<file path="src/rtl/pxp_pkg.sv">
package pxp_pkg;

   localparam int OPC_W = 4;

   typedef enum logic [OPC_W-1:0] {
      OPC_ADD  = 4'd0,
      OPC_NOR  = 4'd1,
      OPC_SLT  = 4'd2,
      OPC_BEQ  = 4'd3,
      OPC_BNE  = 4'd4,
      OPC_SUB  = 4'd5,
      OPC_AND  = 4'd6,
      OPC_OR   = 4'd7,
      OPC_COPY = 4'd8,
      OPC_INV  = 4'd9,
      OPC_JMP  = 4'd10,
      OPC_BGT  = 4'd11,
      OPC_BLT  = 4'd12,
      OPC_BGE  = 4'd13,
      OPC_BLE  = 4'd14,
      OPC_RSV  = 4'd15
   } opc_e;

   typedef enum logic [1:0] {
      K_PASS  = 2'd0,
      K_ALU0  = 2'd1,
      K_JUMP  = 2'd2,
      K_CMPBR = 2'd3
   } kind_e;

endpackage

</file>
<file path="src/rtl/pxp_classify.sv">
module pxp_classify
   import pxp_pkg::*;
(
   input  logic [OPC_W-1:0] opc,
   output kind_e            kind,
   output logic [OPC_W-1:0] alu_opc,
   output logic             swap_ab,
   output logic             use_bne
);

   always_comb begin
      kind    = K_PASS;
      alu_opc = OPC_ADD;
      swap_ab = 1'b0;
      use_bne = 1'b0;
      case (opc)
         OPC_COPY: begin
            kind    = K_ALU0;
            alu_opc = OPC_ADD;
         end
         OPC_INV: begin
            kind    = K_ALU0;
            alu_opc = OPC_NOR;
         end
         OPC_JMP: begin
            kind = K_JUMP;
         end
         OPC_BGT: begin
            kind    = K_CMPBR;
            swap_ab = 1'b1;
            use_bne = 1'b1;
         end
         OPC_BLT: begin
            kind    = K_CMPBR;
            use_bne = 1'b1;
         end
         OPC_BGE: begin
            kind = K_CMPBR;
         end
         OPC_BLE: begin
            kind    = K_CMPBR;
            swap_ab = 1'b1;
         end
         default: begin
            kind = K_PASS;
         end
      endcase
   end

endmodule

</file>
<file path="src/rtl/pxp_expand.sv">
module pxp_expand
   import pxp_pkg::*;
#(
   parameter int REG_W   = 5,
   parameter int OFF_W   = 16,
   parameter int TMP_REG = 1,
   localparam int UW     = OPC_W + 3*REG_W + OFF_W + 1
) (
   input  logic [OPC_W-1:0] opc,
   input  logic [REG_W-1:0] rd,
   input  logic [REG_W-1:0] rs,
   input  logic [REG_W-1:0] rt,
   input  logic [OFF_W-1:0] off,
   input  kind_e            kind,
   input  logic [OPC_W-1:0] alu_opc,
   input  logic             swap_ab,
   input  logic             use_bne,
   output logic [UW-1:0]    uop_first,
   output logic [UW-1:0]    uop_second,
   output logic             two_ops
);

   localparam logic [REG_W-1:0] ZR = '0;
   localparam logic [REG_W-1:0] TR = REG_W'(TMP_REG);
   localparam logic [OFF_W-1:0] NO_OFF = '0;

   logic [REG_W-1:0] cmp_a, cmp_b;
   logic [OPC_W-1:0] br_opc;

   assign cmp_a  = swap_ab ? rt : rs;
   assign cmp_b  = swap_ab ? rs : rt;
   assign br_opc = use_bne ? OPC_BNE : OPC_BEQ;

   always_comb begin
      uop_second = '0;
      two_ops    = 1'b0;
      case (kind)
         K_ALU0:  uop_first = {alu_opc, rd, rs, ZR, NO_OFF, 1'b1};
         K_JUMP:  uop_first = {OPC_BEQ, ZR, ZR, ZR, off, 1'b1};
         K_CMPBR: begin
            uop_first  = {OPC_SLT, TR, cmp_a, cmp_b, NO_OFF, 1'b0};
            uop_second = {br_opc, ZR, TR, ZR, off, 1'b1};
            two_ops    = 1'b1;
         end
         default: uop_first = {opc, rd, rs, rt, off, 1'b1};
      endcase
   end

endmodule

</file>
<file path="src/rtl/pxp_issue.sv">
module pxp_issue #(
   parameter int UW = 36
) (
   input  logic          clk,
   input  logic          rst_n,
   input  logic          in_valid,
   output logic          in_ready,
   input  logic [UW-1:0] in_first,
   input  logic [UW-1:0] in_second,
   input  logic          in_two,
   output logic          out_valid,
   input  logic          out_ready,
   output logic [UW-1:0] out_uop
);

   logic          head_v, tail_v;
   logic [UW-1:0] head_q, tail_q;
   logic          take_in, give_out;

   assign in_ready  = !tail_v && (!head_v || out_ready);
   assign take_in   = in_valid && in_ready;
   assign give_out  = head_v && out_ready;
   assign out_valid = head_v;
   assign out_uop   = head_q;

   always_ff @(posedge clk) begin
      if (!rst_n) begin
         head_v <= 1'b0;
         tail_v <= 1'b0;
         head_q <= '0;
         tail_q <= '0;
      end else if (take_in) begin
         head_v <= 1'b1;
         head_q <= in_first;
         tail_v <= in_two;
         tail_q <= in_second;
      end else if (give_out) begin
         if (tail_v) begin
            head_q <= tail_q;
            tail_v <= 1'b0;
         end else begin
            head_v <= 1'b0;
         end
      end
   end

   // one register between acceptance and the output
   p_latency_r11: assert property (@(posedge clk) disable iff (!rst_n)
      (in_valid && in_ready) |=> out_valid);

   // a stalled micro-op does not change
   p_hold_r10: assert property (@(posedge clk) disable iff (!rst_n)
      (out_valid && !out_ready) |=> (out_valid && $stable(out_uop)));

endmodule

</file>
<file path="src/rtl/pxp_expander.sv">
module pxp_expander
   import pxp_pkg::*;
#(
   parameter int REG_W   = 5,
   parameter int OFF_W   = 16,
   parameter int TMP_REG = 1
) (
   input  logic             clk,
   input  logic             rst_n,
   input  logic             in_valid,
   output logic             in_ready,
   input  logic [OPC_W-1:0] in_opc,
   input  logic [REG_W-1:0] in_rd,
   input  logic [REG_W-1:0] in_rs,
   input  logic [REG_W-1:0] in_rt,
   input  logic [OFF_W-1:0] in_off,
   output logic             out_valid,
   input  logic             out_ready,
   output logic [OPC_W-1:0] out_opc,
   output logic [REG_W-1:0] out_dst,
   output logic [REG_W-1:0] out_src_a,
   output logic [REG_W-1:0] out_src_b,
   output logic [OFF_W-1:0] out_off,
   output logic             out_last
);

   localparam int UW = OPC_W + 3*REG_W + OFF_W + 1;
   localparam logic [REG_W-1:0] TR = REG_W'(TMP_REG);

   generate
      if (REG_W < 2) begin : g_bad_reg_w
         $error("pxp_expander: REG_W must be at least 2");
      end
      if (OFF_W < 1) begin : g_bad_off_w
         $error("pxp_expander: OFF_W must be at least 1");
      end
      if (TMP_REG == 0 || TMP_REG >= (1 << REG_W)) begin : g_bad_tmp
         $error("pxp_expander: TMP_REG must be nonzero and addressable");
      end
   endgenerate

   kind_e            kind;
   logic [OPC_W-1:0] alu_opc;
   logic             swap_ab, use_bne, two_ops;
   logic [UW-1:0]    uop_first, uop_second, uop_out;

   pxp_classify u_classify (
      .opc     (in_opc),
      .kind    (kind),
      .alu_opc (alu_opc),
      .swap_ab (swap_ab),
      .use_bne (use_bne)
   );

   pxp_expand #(
      .REG_W   (REG_W),
      .OFF_W   (OFF_W),
      .TMP_REG (TMP_REG)
   ) u_expand (
      .opc        (in_opc),
      .rd         (in_rd),
      .rs         (in_rs),
      .rt         (in_rt),
      .off        (in_off),
      .kind       (kind),
      .alu_opc    (alu_opc),
      .swap_ab    (swap_ab),
      .use_bne    (use_bne),
      .uop_first  (uop_first),
      .uop_second (uop_second),
      .two_ops    (two_ops)
   );

   pxp_issue #(
      .UW (UW)
   ) u_issue (
      .clk       (clk),
      .rst_n     (rst_n),
      .in_valid  (in_valid),
      .in_ready  (in_ready),
      .in_first  (uop_first),
      .in_second (uop_second),
      .in_two    (two_ops),
      .out_valid (out_valid),
      .out_ready (out_ready),
      .out_uop   (uop_out)
   );

   assign {out_opc, out_dst, out_src_a, out_src_b, out_off, out_last} = uop_out;

   // no new instruction while a pair is half issued
   p_pair_block_r9: assert property (@(posedge clk) disable iff (!rst_n)
      (out_valid && !out_last) |-> !in_ready);

   // the branch op follows its compare op directly
   p_pair_adjacent_r9: assert property (@(posedge clk) disable iff (!rst_n)
      (out_valid && out_ready && !out_last) |=> (out_valid && out_last && out_src_a == TR));

   // only the branch op of a pair carries an offset
   p_pair_offset_r8: assert property (@(posedge clk) disable iff (!rst_n)
      (out_valid && !out_last) |-> (out_off == '0));

   // the first op of a pair writes the scratch register via SLT
   p_pair_slt_r6: assert property (@(posedge clk) disable iff (!rst_n)
      (out_valid && !out_last) |-> (out_opc == OPC_SLT && out_dst == TR));

endmodule

</file>
<file path="config.mk">
export PLATFORM = sky130hd
export DESIGN_NAME = pxp_expander
export DESIGN_NICKNAME = d
export VERILOG_FILES = /design/src/rtl/pxp_pkg.sv /design/src/rtl/pxp_classify.sv /design/src/rtl/pxp_expand.sv /design/src/rtl/pxp_issue.sv /design/src/rtl/pxp_expander.sv
export SDC_FILE = /design/constraint.sdc
export NUM_CORES = 1
export LEC_CHECK = 0
export BUFFER_PORTS_ARGS = -buffer_cell sky130_fd_sc_hd__buf_2
export CORE_MARGIN = 2
export CORE_UTILIZATION = 45
export DETAILED_ROUTE_END_ITERATION = 10
export PLACE_DENSITY = 0.71
export SLEW_MARGIN = 15
export SYNTH_ARGS = -nofsm -noshare
export SYNTH_HDL_FRONTEND = slang
export SYNTH_SLANG_ARGS = --single-unit
</file>
<file path="constraint.sdc">
create_clock -name clk -period 2.76 [get_ports clk]
set_clock_uncertainty 0.15 [all_clocks]
set_input_delay 0.552 -clock clk [delete_from_list [all_inputs] [get_ports clk]]
set_output_delay 0.552 -clock clk [all_outputs]
set_load 0.01 [all_outputs]
</file>
Yosys cells after proc, flatten, opt, wreduce, memory -nomap -nowiden
Cells that the tools add are included.
{"block": "word_totals", "reg_bits": 74, "in_bits": 39}
{"block": "op_classes", "n_eq_ne": 11, "n_mux": 18, "n_reduce_logical": 14}
{"cell": "2-to-1 mux 36 bit", "count": 4}
{"cell": "one-hot mux 36 bit (3 select lines)", "count": 1}
{"cell": "equality test 4 bit (second input constant)", "count": 7}
{"cell": "2-to-1 mux 5 bit", "count": 2}
{"cell": "2-to-1 mux 1 bit", "count": 9}
{"cell": "one-hot mux 2 bit (3 select lines)", "count": 1}
{"cell": "OR reduction 2 bit", "count": 3}
{"cell": "equality test 2 bit (second input constant)", "count": 2}
{"cell": "AND reduction 2 bit", "count": 2}
{"cell": "nonzero test 2 bit", "count": 2}
{"cell": "OR reduction 4 bit", "count": 1}
{"cell": "logical AND 1 bit", "count": 3}
{"cell": "2-to-1 mux 3 bit", "count": 1}
{"cell": "equality test 2 x 1 -> 1 bit (second input constant)", "count": 1}
{"cell": "zero test 1 bit", "count": 2}
{"cell": "inequality test 2 bit (second input constant)", "count": 1}
{"cell": "logical OR 1 bit", "count": 1}

Longest topological paths before layout
Gate-level depths: netlist of run 1.
{"block": "depth", "depth_word": 6, "ltp_mapped": 6, "ltp_nobuf": 4}

Hierarchy
Synthesis of run 1 repeated with hierarchy kept, for this count alone.
{"block": "unflattened", "cells_unflattened": 504, "area_unflattened_um2": 4062.6}
{"module": "pxp_issue", "n_inst": 1, "cells_each": 383, "area_per_inst_um2": 3220.6, "seq_area_each_um2": 1481.4}
{"module": "pxp_expand", "n_inst": 1, "cells_each": 107, "area_per_inst_um2": 744.5, "seq_area_each_um2": 0.0}
{"module": "pxp_classify", "n_inst": 1, "cells_each": 14, "area_per_inst_um2": 97.6, "seq_area_each_um2": 0.0}

Least setup slack after synthesis of run 1
OpenSTA, ideal clock, no wires.
{"block": "synth_path", "path_kind": "input to register", "from": "input in_opc[2]", "to": "register u_issue.head_q[22], in the netlist u_issue.out_uop[22]", "arrival_time_ns": 1.643, "slack_ns": 0.850, "stages": 5, "n_path_buf": 1, "cell_sequence": "buf_6 -> xnor2_1 -> nor2_2 -> mux2_4 -> a32o_1"}
{"block": "synth_via", "elab_chain_len": 6, "elab_cells_between_ends": 18, "cone_classes": "eq/ne (10); mux (5); reduce/logical (3)"}
{"item": "from (decl)", "line_no": "pxp_expander.sv:12", "source": "input logic [OPC_W-1:0] in_opc,"}
{"item": "equality test 4 bit", "line_no": "pxp_classify.sv:16", "source": "case (opc)"}
{"item": "OR reduction 4 bit (no line) or OR reduction 2 bit (tied branches)"}
{"item": "one-hot mux 2 bit (3 select lines) or 2-to-1 mux 1 bit (tied branches)", "line_no": "pxp_classify.sv:16"}
{"item": "equality test 2 bit, or another cell as far along", "line_no": "pxp_expand.sv:37", "source": "case (kind)"}
{"item": "one-hot mux 36 bit (3 select lines) (*)", "line_no": "pxp_expand.sv:37"}
{"item": "2-to-1 mux 36 bit (*)", "line_no": "pxp_issue.sv:32", "source": "end else if (take_in) begin"}
{"item": "to (signal assigned)", "line_no": "pxp_issue.sv:34", "source": "head_q <= in_first;"}
{"item": "to (signal assigned)", "line_no": "pxp_issue.sv:39", "source": "head_q <= tail_q;"}
{"item": "to (decl)", "line_no": "pxp_issue.sv:17", "source": "logic [UW-1:0] head_q, tail_q;"}
Every way passes the cells marked *; elsewhere a longest branch is shown, timed or not.
A chain may end at the register's enable or synchronous reset.

Worst setup path in the final report of run 1
{"block": "layout_path", "from": "register u_issue.head_v, in the netlist u_issue.out_valid", "to": "output in_ready"}
{"block": "layout_via", "elab_chain_len": 3}
{"item": "from (decl)", "line_no": "pxp_issue.sv:16", "source": "logic head_v, tail_v;"}
{"item": "from (signal assigned)", "line_no": "pxp_issue.sv:28", "source": "head_v <= 1'b0;"}
{"item": "from (signal assigned)", "line_no": "pxp_issue.sv:33", "source": "head_v <= 1'b1;"}
{"item": "from (signal assigned)", "line_no": "pxp_issue.sv:42", "source": "head_v <= 1'b0;"}
{"item": "zero test 1 bit", "line_no": "pxp_issue.sv:20", "source": "assign in_ready = !tail_v && (!head_v || out_ready);"}
{"item": "logical OR 1 bit", "line_no": "pxp_issue.sv:20"}
{"item": "logical AND 1 bit", "line_no": "pxp_issue.sv:20"}
{"item": "to (decl)", "line_no": "pxp_expander.sv:11", "source": "output logic in_ready,"}
Every way passes these cells.

==> flow_metrics.py, run 1 <==
metrics = {
    "timing": {
        "fmax_mhz": 504,
        "slew_viol_final": 0,
        "slew_headroom": 0.499,
        "setup_ws_ns": 0.775,
        "setup_tns_ns": 0,
        "rsz0062_at_grt": "false",
        "holdWs_ns": 0.310,
        "finalCritPeriodShare": 0.719,
        "finalSetupViolations": 0,
        "fin_crit_ns": 1.99,
        "finalHoldViolations": 0,
        "worst_pin_slew_ns": 0.751,
    },
    "worst_setup_path": {
        "crit_arrival_ns": 1.28,
        "worstPathRequired_ns": 2.06,
        "rr_worst_depth": 4,
        "r2r_end": "u_issue.out_uop[17]$_SDFFE_PN0P_",
        "path_class": "reg2out",
        "reg2reg_from": "u_issue.tail_v$_SDFFE_PN0P_",
        "r2r_setup_slack_ns": 0.92,
        "startpoint_type": "flip-flop",
        "critPathCaptureType": "primary output",
        "crit_fanout": 9,
    },
    "global_routing": {
        "grt_max_degree": 35,
        "grt_overflow": 0,
        "grt_pass1_vias": 2208,
        "antenna_found_initial": 0,
        "grt_use_total": 0.205,
        "grt_pass1_wl_mm": 10.1,
    },
    "drt": {
        "firstDrtPassIters": 5,
        "wl_mm": 6.14,
        "dr_total_vias": 2333,
        "antenna_left": 0,
        "avgRoutedWirePerCell_um": 14.2,
        "viasPerCell": 5.39,
        "drtIter0Drc": 236,
        "drc": 0,
    },
    "synthesis": {
        "syn-num-nets": 328,
        "yosys.area.top_type": "dfxtp_1",
        "synthArstFlopShare": 0,
        "synth_top_area_frac": 0.447,
        "syn_area_per_cell_um2": 8.84,
        "yosysWarnings": 0,
        "synth_seq_cells": 57,
        "ys_seq_area_frac": 0.447,
        "ys.flop_type": "dfxtp_1",
        "post_synth_num_cell_types": 49,
        "synth_edf_count": 0,
        "synth_area_leaders": "dfxtp_1 45%, nand2_1 6.2%, a21boi_0 5.3%",
        "syn_inst": 289,
        "syn_area_um2": 2550,
    },
    "final_layout": {
        "diodes": 0,
        "syn_to_final_growth_pct": 21.2,
        "drive_gt1_frac": 0.294,
        "final_common_cell": "buf_2",
        "layout.nets": 397,
        "nFillCells": 544,
        "layout_common_cells": "76 x buf_2, 57 x dfxtp_1, 42 x nand2_1",
    },
    "clocking": {
        "hold_buffers": 0,
        "ctsResizeCount": 0,
        "cts_sinks": 57,
        "cts_tree": "done",
        "clockBufferDepth": 2,
        "clkTransAtPathRegs_ns": 0.07,
        "cts_setup_buffers": 0,
        "htree_num_levels": 3,
        "cts_buffers": 9,
        "cts_root_buf": "clkbuf_8",
        "clock_latency_ns": 0.34,
    },
    "floorplan": {
        "fp.dieW_um": 79.4,
        "ios": 77,
        "start_util": 0.464,
        "rows": 27,
        "fp.dieH_um": 79.4,
        "die-area_um2": 6300,
        "core_um2": 5510,
    },
    "place": {
        "dp_hpwl_mm": 4.09,
        "routabilityCongestion": 0.820,
        "portBuffers": 76,
        "post-place-ws_ns": 0.520,
    },
    "worst_hold_path": {
        "worstHoldPathCells": 2,
        "hp-class": "reg2reg",
        "min_from": "u_issue.tail_q[14]$_SDFFE_PN0P_",
        "hold_path_end": "u_issue.tail_q[14]$_SDFFE_PN0P_",
    },
    "power": {
        "power_density_nw_per_um2": 613,
        "power.static_leakage_nw": 1.28,
        "vdd_drop_max_v": 0.000314,
    },
    "status": {
        "status": "finished, final reports clean",
    },
    "job": {
        "max-cap-violations": 0,
    },
}
-- sequential cells by signal, indices dropped and copies added (netlist names) --
name,count
u_issue.out_uop,36
u_issue.tail_v,1
u_issue.tail_q,19
u_issue.out_valid,1
-- layer usage --
layer  GRT usage  up-vias  routed length (µm)
li1            -     1193                   -
met1       0.267     1068                2940
met2       0.315       62                2750
met3      0.0636       10                 358
met4      0.0828        0                  85
met5           0        -                   0
-- final cells by class --
| type | instances | area [µm²] | area share |
|---|---|---|---|
| clock buffers | 11 | 151 | 0.0489 |
| clock inverters | 3 | 17.5 | 0.00566 |
| inverters | 2 | 7.51 | 0.00242 |
| multi-input cells | 206 | 1260 | 0.408 |
| flip-flops and latches | 57 | 1140 | 0.368 |
| well taps | 72 | 90.1 | 0.0291 |
| repair buffers | 82 | 425 | 0.137 |
-- critical path: stages (launching register included) --
cell and delay [ns]:
dfxtp_1 0.48, and2b_4 0.27, nor2_1 0.05, buf_2 0.15
-- power by group --
group / switching [mW] / internal [mW] / leakage [nW]
sequential: 0.0258 / 0.875 / 0.467
clock: 0.332 / 0.361 / 0.0871
combinational: 0.178 / 0.128 / 0.726
total: 0.535 / 1.36 / 1.28
-- worst max-delay path by stage --
stage | cells after the start | from | slack (ns) | endpoint
after global routing | 5 | in_opc[2] | 0.69 | u_issue.tail_q[16]$_SDFFE_PN0P_
after global placement | 4 | in_opc[2] | 0.55 | u_issue.out_uop[22]$_SDFFE_PN0P_
after CTS | 3 | u_issue.out_valid$_SDFFE_PN0P_ | 0.77 | in_ready
after floorplan | 5 | in_opc[2] | 0.85 | u_issue.out_uop[22]$_SDFFE_PN0P_
after detailed placement | 5 | in_opc[2] | 0.52 | u_issue.tail_q[15]$_SDFFE_PN0P_
final | 3 | u_issue.out_valid$_SDFFE_PN0P_ | 0.77 | in_ready
-- cells in the mapped netlist (all sizes together) (2+ instances only) --
| master | count |
|---|---|
| nand2b | 3 |
| nand4 | 2 |
| nand2 | 42 |
| mux2 | 3 |
| inv | 2 |
| a222oi | 4 |
| o21ai | 28 |
| a21oi | 6 |
| buf | 15 |
| mux2i | 5 |
| nor2 | 7 |
| and2 | 2 |
| nand3 | 26 |
| o2bb2ai | 6 |
| dfxtp | 57 |
| clkbuf | 9 |
| and3b | 2 |
| nor2b | 8 |
| a21boi | 20 |
| a22oi | 5 |
| a31oi | 17 |
| a22o | 4 |
| and3 | 2 |
-- logic make-up after synthesis --
| kind of cell | Yosys count | synth area share |
|---|---|---|
| AOI/OAI and AO/OA | 99 | 0.268 |
| xor gates and xnor gates | 1 | 0.00343 |
| buffers and inverters | 26 | 0.0588 |
| DFF | 57 | 0.447 |
| muxes | 8 | 0.0343 |
| and+or+nand+nor | 98 | 0.189 |
-- through the flow --
stage	power (mW)	cells	utilization	instance area, µm²
floorplan	1.11	289	-	2550
global placement	1.22	419	0.532	2930
detailed placement	1.22	419	0.532	2930
CTS	1.91	433	0.562	3100
global route	1.99	433	0.562	3100
finish	1.90	433	0.562	3100
(Power assumes the default switching activity.)
==> run 2: changes to the inputs <==
- ABC_AREA: not set -> 1
- PLACE_DENSITY: 0.71 -> 0.75
- clock period: 2.76 -> 1.75 ns (I/O delays scaled with it)
==> run 2 against run 1 <==
Compared with the run above: sequential power rose by 58%; final cell count rose by 9.5%; sequential cell count did not move; combinational power rose by 60%; critical path type unchanged; largest cell class is now sequential cells.
==> flow_metrics.py, run 2 <==
metrics = {
    "timing": {
        "slew_headroom": 0.759,
        "finalHoldViolations": 0,
        "setup_tns_ns": 0,
        "rsz0062_at_grt": "false",
        "fin_crit_ns": 1.58,
        "setup_ws_ns": 0.166,
        "slew_viol_final": 0,
        "fmax_mhz": 631,
        "worst_pin_slew_ns": 0.361,
        "finalSetupViolations": 0,
        "finalCritPeriodShare": 0.905,
    },
    "floorplan": {
        "die-area_um2": 5850,
        "start_util": 0.466,
        "rows": 26,
        "fp.dieW_um": 76.5,
        "fp.dieH_um": 76.5,
        "ios": 77,
        "core_um2": 5070,
    },
    "drt": {
        "wl_mm": 5.61,
        "antenna_left": 0,
        "avgRoutedWirePerCell_um": 11.8,
        "firstDrtPassIters": 4,
        "dr_total_vias": 2347,
        "drc": 0,
        "viasPerCell": 4.95,
        "drtIter0Drc": 146,
    },
    "final_layout": {
        "syn_to_final_growth_pct": 30.7,
        "nFillCells": 483,
        "final_common_cell": "nand2_1",
        "drive_gt1_frac": 0.282,
        "largest_reg_flops": 36,
        "final_cell_count_no_fill": 474,
        "diodes": 0,
        "layout.nets": 438,
        "layout_common_cells": "98 x nand2_1, 76 x buf_2, 57 x dfxtp_1",
        "fin_area_um2": 3090,
    },
    "power": {
        "p_sw_mw": 0.846,
        "power.static_leakage_nw": 1.39,
        "combPwrFrac": 0.156,
        "p_seq_frac": 0.454,
        "clkPwrFrac": 0.389,
        "p_sw_frac": 0.271,
        "total_power_mw": 3.12,
        "power_density_nw_per_um2": 1010,
        "vdd_drop_max_v": 0.000528,
        "p_int_mw": 2.27,
    },
    "global_routing": {
        "grt_overflow": 0,
        "grt_use_met2": 0.314,
        "antenna_found_initial": 0,
        "grt_pass1_vias": 2082,
        "grt_pass1_wl_mm": 9.39,
        "grt_use_met3": 0.0557,
        "grt_use_total": 0.199,
        "use_met1": 0.255,
        "grt_max_degree": 36,
        "gr-max-usage-layer": "met2",
    },
    "worst_setup_path": {
        "crit_arrival_ns": 1.08,
        "worstPathRequired_ns": 1.25,
        "startpoint_type": "flip-flop",
        "critPathCaptureType": "primary output",
        "r2r_end": "u_issue.out_uop[15]$_SDFFE_PN0P_",
        "reg2reg_from": "u_issue.out_valid$_SDFFE_PN0P_",
        "path_class": "reg2out",
        "rr_worst_depth": 7,
        "crit_fanout": 5,
        "r2r_setup_slack_ns": 0.24,
    },
    "clocking": {
        "clock_latency_ns": 0.33,
        "clkTransAtPathRegs_ns": 0.07,
        "ctsResizeCount": 0,
        "cts_tree": "done",
        "cts_sinks": 57,
        "clockBufferDepth": 2,
        "cts_buffers": 9,
        "htree_num_levels": 3,
        "cts_setup_buffers": 0,
        "cts_root_buf": "clkbuf_8",
        "hold_buffers": 0,
    },
    "synthesis": {
        "ys.flop_type": "dfxtp_1",
        "syn_inst": 317,
        "syn-num-nets": 356,
        "post_synth_num_cell_types": 23,
        "synth_area_leaders": "dfxtp_1 48%, nand2_1 16%, a21oi_1 8.9%",
        "syn_area_um2": 2360,
        "yosysWarnings": 0,
        "ys_seq_area_frac": 0.483,
        "synth_seq_cells": 57,
        "syn_area_per_cell_um2": 7.46,
        "synth_top_area_frac": 0.483,
        "synth_common_cells": "98 x nand2_1, 57 x dfxtp_1, 42 x a21oi_1, 23 x inv_1, 21 x o21ai_0",
        "synth_edf_count": 0,
        "synthArstFlopShare": 0,
        "synth_most_common_cell": "nand2_1",
        "yosys.area.top_type": "dfxtp_1",
    },
    "place": {
        "post-place-ws_ns": 0.102,
        "routabilityCongestion": 0.892,
        "dpl_cell_area_um2": 2900,
        "dp_hpwl_mm": 4.00,
        "portBuffers": 76,
        "dp_cells": 458,
    },
    "worst_hold_path": {
        "hp-class": "in2reg",
        "hold_path_end": "u_issue.out_uop[29]$_SDFFE_PN0P_",
        "worstHoldPathCells": 3,
        "min_from": "in_rd[2]",
    },
    "status": {
        "status": "finished, final reports clean",
    },
    "job": {
        "max-cap-violations": 0,
    },
}
==> run 2: changes by cell type after synthesis, moves of 16 or more <==
| cell | change |
|---|---|
| nand3_1 | -16 |
| nand2_1 | +56 |
| a21boi_0 | -17 |
| a21oi_1 | +36 |
| inv_1 | +21 |
==> run 2: how the worst max path moves through the flow <==
| stage | start | endpoint | slack, ns | cells after the start |
|---|---|---|---|---|
| 6_report | u_issue.out_valid$_SDFFE_PN0P_ | in_ready | 0.17 | 4 |
| 3_5_place_dp | in_opc[2] | u_issue.out_uop[25]$_SDFFE_PN0P_ | 0.10 | 7 |
| 2_1_floorplan | u_issue.out_valid$_SDFFE_PN0P_ | u_issue.out_uop[10]$_SDFFE_PN0P_ | 0.31 | 6 |
| 3_3_place_gp | out_ready | u_issue.out_uop[11]$_SDFFE_PN0P_ | 0.14 | 9 |
| 5_1_grt | u_issue.out_valid$_SDFFE_PN0P_ | in_ready | 0.08 | 4 |
| 4_1_cts | u_issue.out_valid$_SDFFE_PN0P_ | in_ready | 0.15 | 4 |
==> run 2: per-layer routing <==
layer / share of wire / routed length, µm
met1: 0.47 / 2630
met2: 0.46 / 2580
met3: 0.052 / 289
met4: 0.018 / 99
met5: 0 / 0
==> run 2: critical path: stages, from the launching register on <==
cell     delay, ns
dfxtp_1       0.40
nand2_2       0.10
nand2_1       0.09
inv_1         0.04
buf_2         0.13
==> run 2: cell type report <==
class                   count  area (µm²)  area share
inverters                  23        86.3      0.0279
clock buffers              11         141      0.0457
well taps                  70        87.6      0.0283
multi-input cells         219        1050       0.340
clock inverters             5        55.1      0.0178
flip-flops and latches     57        1140       0.369
repair buffers             89         528       0.171
==> run 2: cells by family (layout without fill, tap and decap cells) <==
| group | after synthesis | count (layout) | share of synthesized area |
|---|---|---|---|
| AND/OR/NAND/NOR | 126 | 126 | 0.226 |
| AO/OA/AOI/OAI | 93 | 93 | 0.219 |
| flip-flops | 57 | 57 | 0.483 |
| buffers and inverters | 41 | 128 | 0.0725 |
==> run 2: metrics by stage <==
| stage | hold slack (ns) | utilization |
|---|---|---|
| after floorplan | 0.295 | - |
| after global placement | 0.300 | 0.571 |
| after detailed placement | 0.305 | 0.571 |
| after CTS | 0.111 | 0.609 |
| after global routing | 0.112 | 0.609 |
| final | 0.114 | 0.609 |
==> run 2: power by group through the flow <==
stage                     clock (mW)  combinational, mW  sequential, mW
after floorplan                    0              0.241            1.48
after global placement             0              0.482            1.44
after detailed placement           0              0.489            1.45
after CTS                       1.23              0.492            1.42
after global routing            1.30              0.543            1.43
final                           1.21              0.488            1.42
==> run 3: changes to the inputs <==
- CORE_ASPECT_RATIO: not set -> 0.9
==> run 3 against run 2 <==
Compared with the run above: utilization decreased by 0.53 points; total power increased by 5.0%; clock power increased by 12%; combinational power increased by 2%; routed wire length increased by 1.3%; sequential cell count unchanged; critical path type unchanged; largest power group unchanged; highest routed layer unchanged.
==> flow_metrics.py, run 3 (synthesis results as in run 2) <==
metrics = {
    "status": {
        "status": "finished, final reports clean",
    },
    "floorplan": {
        "core_um2": 5160,
        "fp.dieH_um": 72.8,
        "rows": 25,
        "die-area_um2": 5850,
        "fp.dieW_um": 80.4,
        "ios": 77,
        "start_util": 0.458,
    },
    "drt": {
        "viasPerCell": 5.05,
        "dr_total_vias": 2372,
        "wl_mm": 5.68,
        "drtIter0Drc": 139,
        "antenna_left": 0,
        "avgRoutedWirePerCell_um": 12.1,
        "drc": 0,
        "firstDrtPassIters": 4,
    },
    "worst_setup_path": {
        "cp_num_buf_inv": 2,
        "critPathTopFamily": "flip-flops",
        "crit_slowest_cell": "dfxtp_1",
        "cpPeakStageDelay_ns": 0.40,
        "crit_chain": "nand2_2 > nand2_1 > inv_1 > buf_2",
        "crit_fanout": 5,
        "crit_arrival_ns": 1.08,
        "critPathCaptureType": "primary output",
        "startpoint_type": "flip-flop",
        "path_class": "reg2out",
        "worstPathRequired_ns": 1.25,
    },
    "power": {
        "combPwrFrac": 0.152,
        "power_density_nw_per_um2": 1050,
        "vdd_drop_max_v": 0.000701,
        "p_sw_mw": 0.849,
        "power.static_leakage_nw": 1.41,
        "p_int_mw": 2.43,
        "total_power_mw": 3.27,
        "p_seq_frac": 0.433,
        "clkPwrFrac": 0.416,
        "p_sw_frac": 0.259,
    },
    "global_routing": {
        "antenna_found_initial": 0,
        "grt_pass1_wl_mm": 9.14,
        "grt_use_total": 0.204,
        "use_met1": 0.250,
        "grt_pass1_vias": 2084,
        "gr-max-usage-layer": "met2",
        "grt_max_degree": 36,
        "grt_use_met3": 0.0569,
        "grt_use_met2": 0.333,
        "grt_overflow": 0,
    },
    "clocking": {
        "clkTransAtPathRegs_ns": 0.06,
        "hold_buffers": 0,
        "cts_buffers": 9,
        "cts_sinks": 57,
        "ctsResizeCount": 0,
        "cts_root_buf": "clkbuf_8",
        "cts_tree": "done",
        "cts_setup_buffers": 0,
        "clockBufferDepth": 2,
        "clock_latency_ns": 0.33,
        "htree_num_levels": 3,
    },
    "timing": {
        "finalHoldViolations": 0,
        "setup_ws_ns": 0.168,
        "rsz0062_at_grt": "false",
        "slew_viol_final": 0,
        "slew_headroom": 0.758,
        "fmax_mhz": 632,
        "worst_pin_slew_ns": 0.362,
        "setup_tns_ns": 0,
        "fin_crit_ns": 1.58,
        "finalSetupViolations": 0,
        "holdWs_ns": 0.114,
        "finalCritPeriodShare": 0.904,
    },
    "place": {
        "post-place-ws_ns": 0.0951,
        "portBuffers": 76,
        "routabilityCongestion": 0.881,
        "dp_cells": 454,
        "dp_hpwl_mm": 3.93,
        "dpl_cell_area_um2": 2900,
    },
    "final_layout": {
        "final_common_cell": "nand2_1",
        "largest_reg_flops": 36,
        "drive_gt1_frac": 0.280,
        "layout.nets": 437,
        "fin_area_um2": 3120,
        "syn_to_final_growth_pct": 31.8,
        "final_cell_count_no_fill": 470,
        "layout_common_cells": "98 x nand2_1, 76 x buf_2, 57 x dfxtp_1",
        "diodes": 0,
        "utilization": 0.604,
        "nFillCells": 466,
    },
    "worst_hold_path": {
        "hp-class": "in2reg",
    },
    "job": {
        "max-cap-violations": 0,
    },
}
## run 3: cell types whose count changed in the layout (fill, tap and decap cells not counted), sizes merged
| cell | change |
|---|---|
| clkinvlp | -2 |
| buf | -1 |
| bufinv | +1 |
| clkinv | +1 |
## run 3: area by class of cell
| cell class | instances | area [µm²] | area share |
|---|---|---|---|
| flip-flops and latches | 57 | 1140 | 0.366 |
| clock inverters | 5 | 78.8 | 0.0253 |
| clock buffers | 11 | 141 | 0.0454 |
| inverters | 23 | 86.3 | 0.0277 |
| repair buffers | 88 | 533 | 0.171 |
| well taps | 67 | 83.8 | 0.0269 |
| multi-input cells | 219 | 1050 | 0.338 |
## run 3: power groups by stage
stage | Combinational, mW | Clock, mW | Sequential (mW)
global route | 0.554 | 1.42 | 1.43
finish | 0.496 | 1.36 | 1.42
global placement | 0.488 | 0 | 1.44
floorplan | 0.241 | 0 | 1.48
CTS | 0.499 | 1.38 | 1.42
detailed placement | 0.495 | 0 | 1.45
## run 3: worst paths after layout
kind              cells after the start                                to  slack (ns)                        startpoint
setup reg to reg                      6  u_issue.out_uop[21]$_SDFFE_PN0P_        0.23    u_issue.out_valid$_SDFFE_PN0P_
setup / recovery                      4                          in_ready        0.17    u_issue.out_valid$_SDFFE_PN0P_
hold reg to reg                       2  u_issue.out_uop[30]$_SDFFE_PN0P_        0.31  u_issue.out_uop[30]$_SDFFE_PN0P_
hold / removal                        3  u_issue.out_uop[28]$_SDFFE_PN0P_        0.11                          in_rd[1]
## run 3: metal layers
layer / routed length, µm / vias up / part of all wire
met2: 2600 / 61 / 0.46
met1: 2580 / 1061 / 0.45
met4: 105 / 0 / 0.018
met3: 393 / 12 / 0.069
li1: - / 1238 / -
met5: 0 / - / 0
## run 3: worst register-to-register path, delay by kind of cell (launching register included)
family                 cells  cell delay, ns
AND/OR/NAND/NOR            3            0.49
AO/OA/AOI/OAI              2            0.28
flip-flops                 1            0.35
buffers and inverters      1            0.19
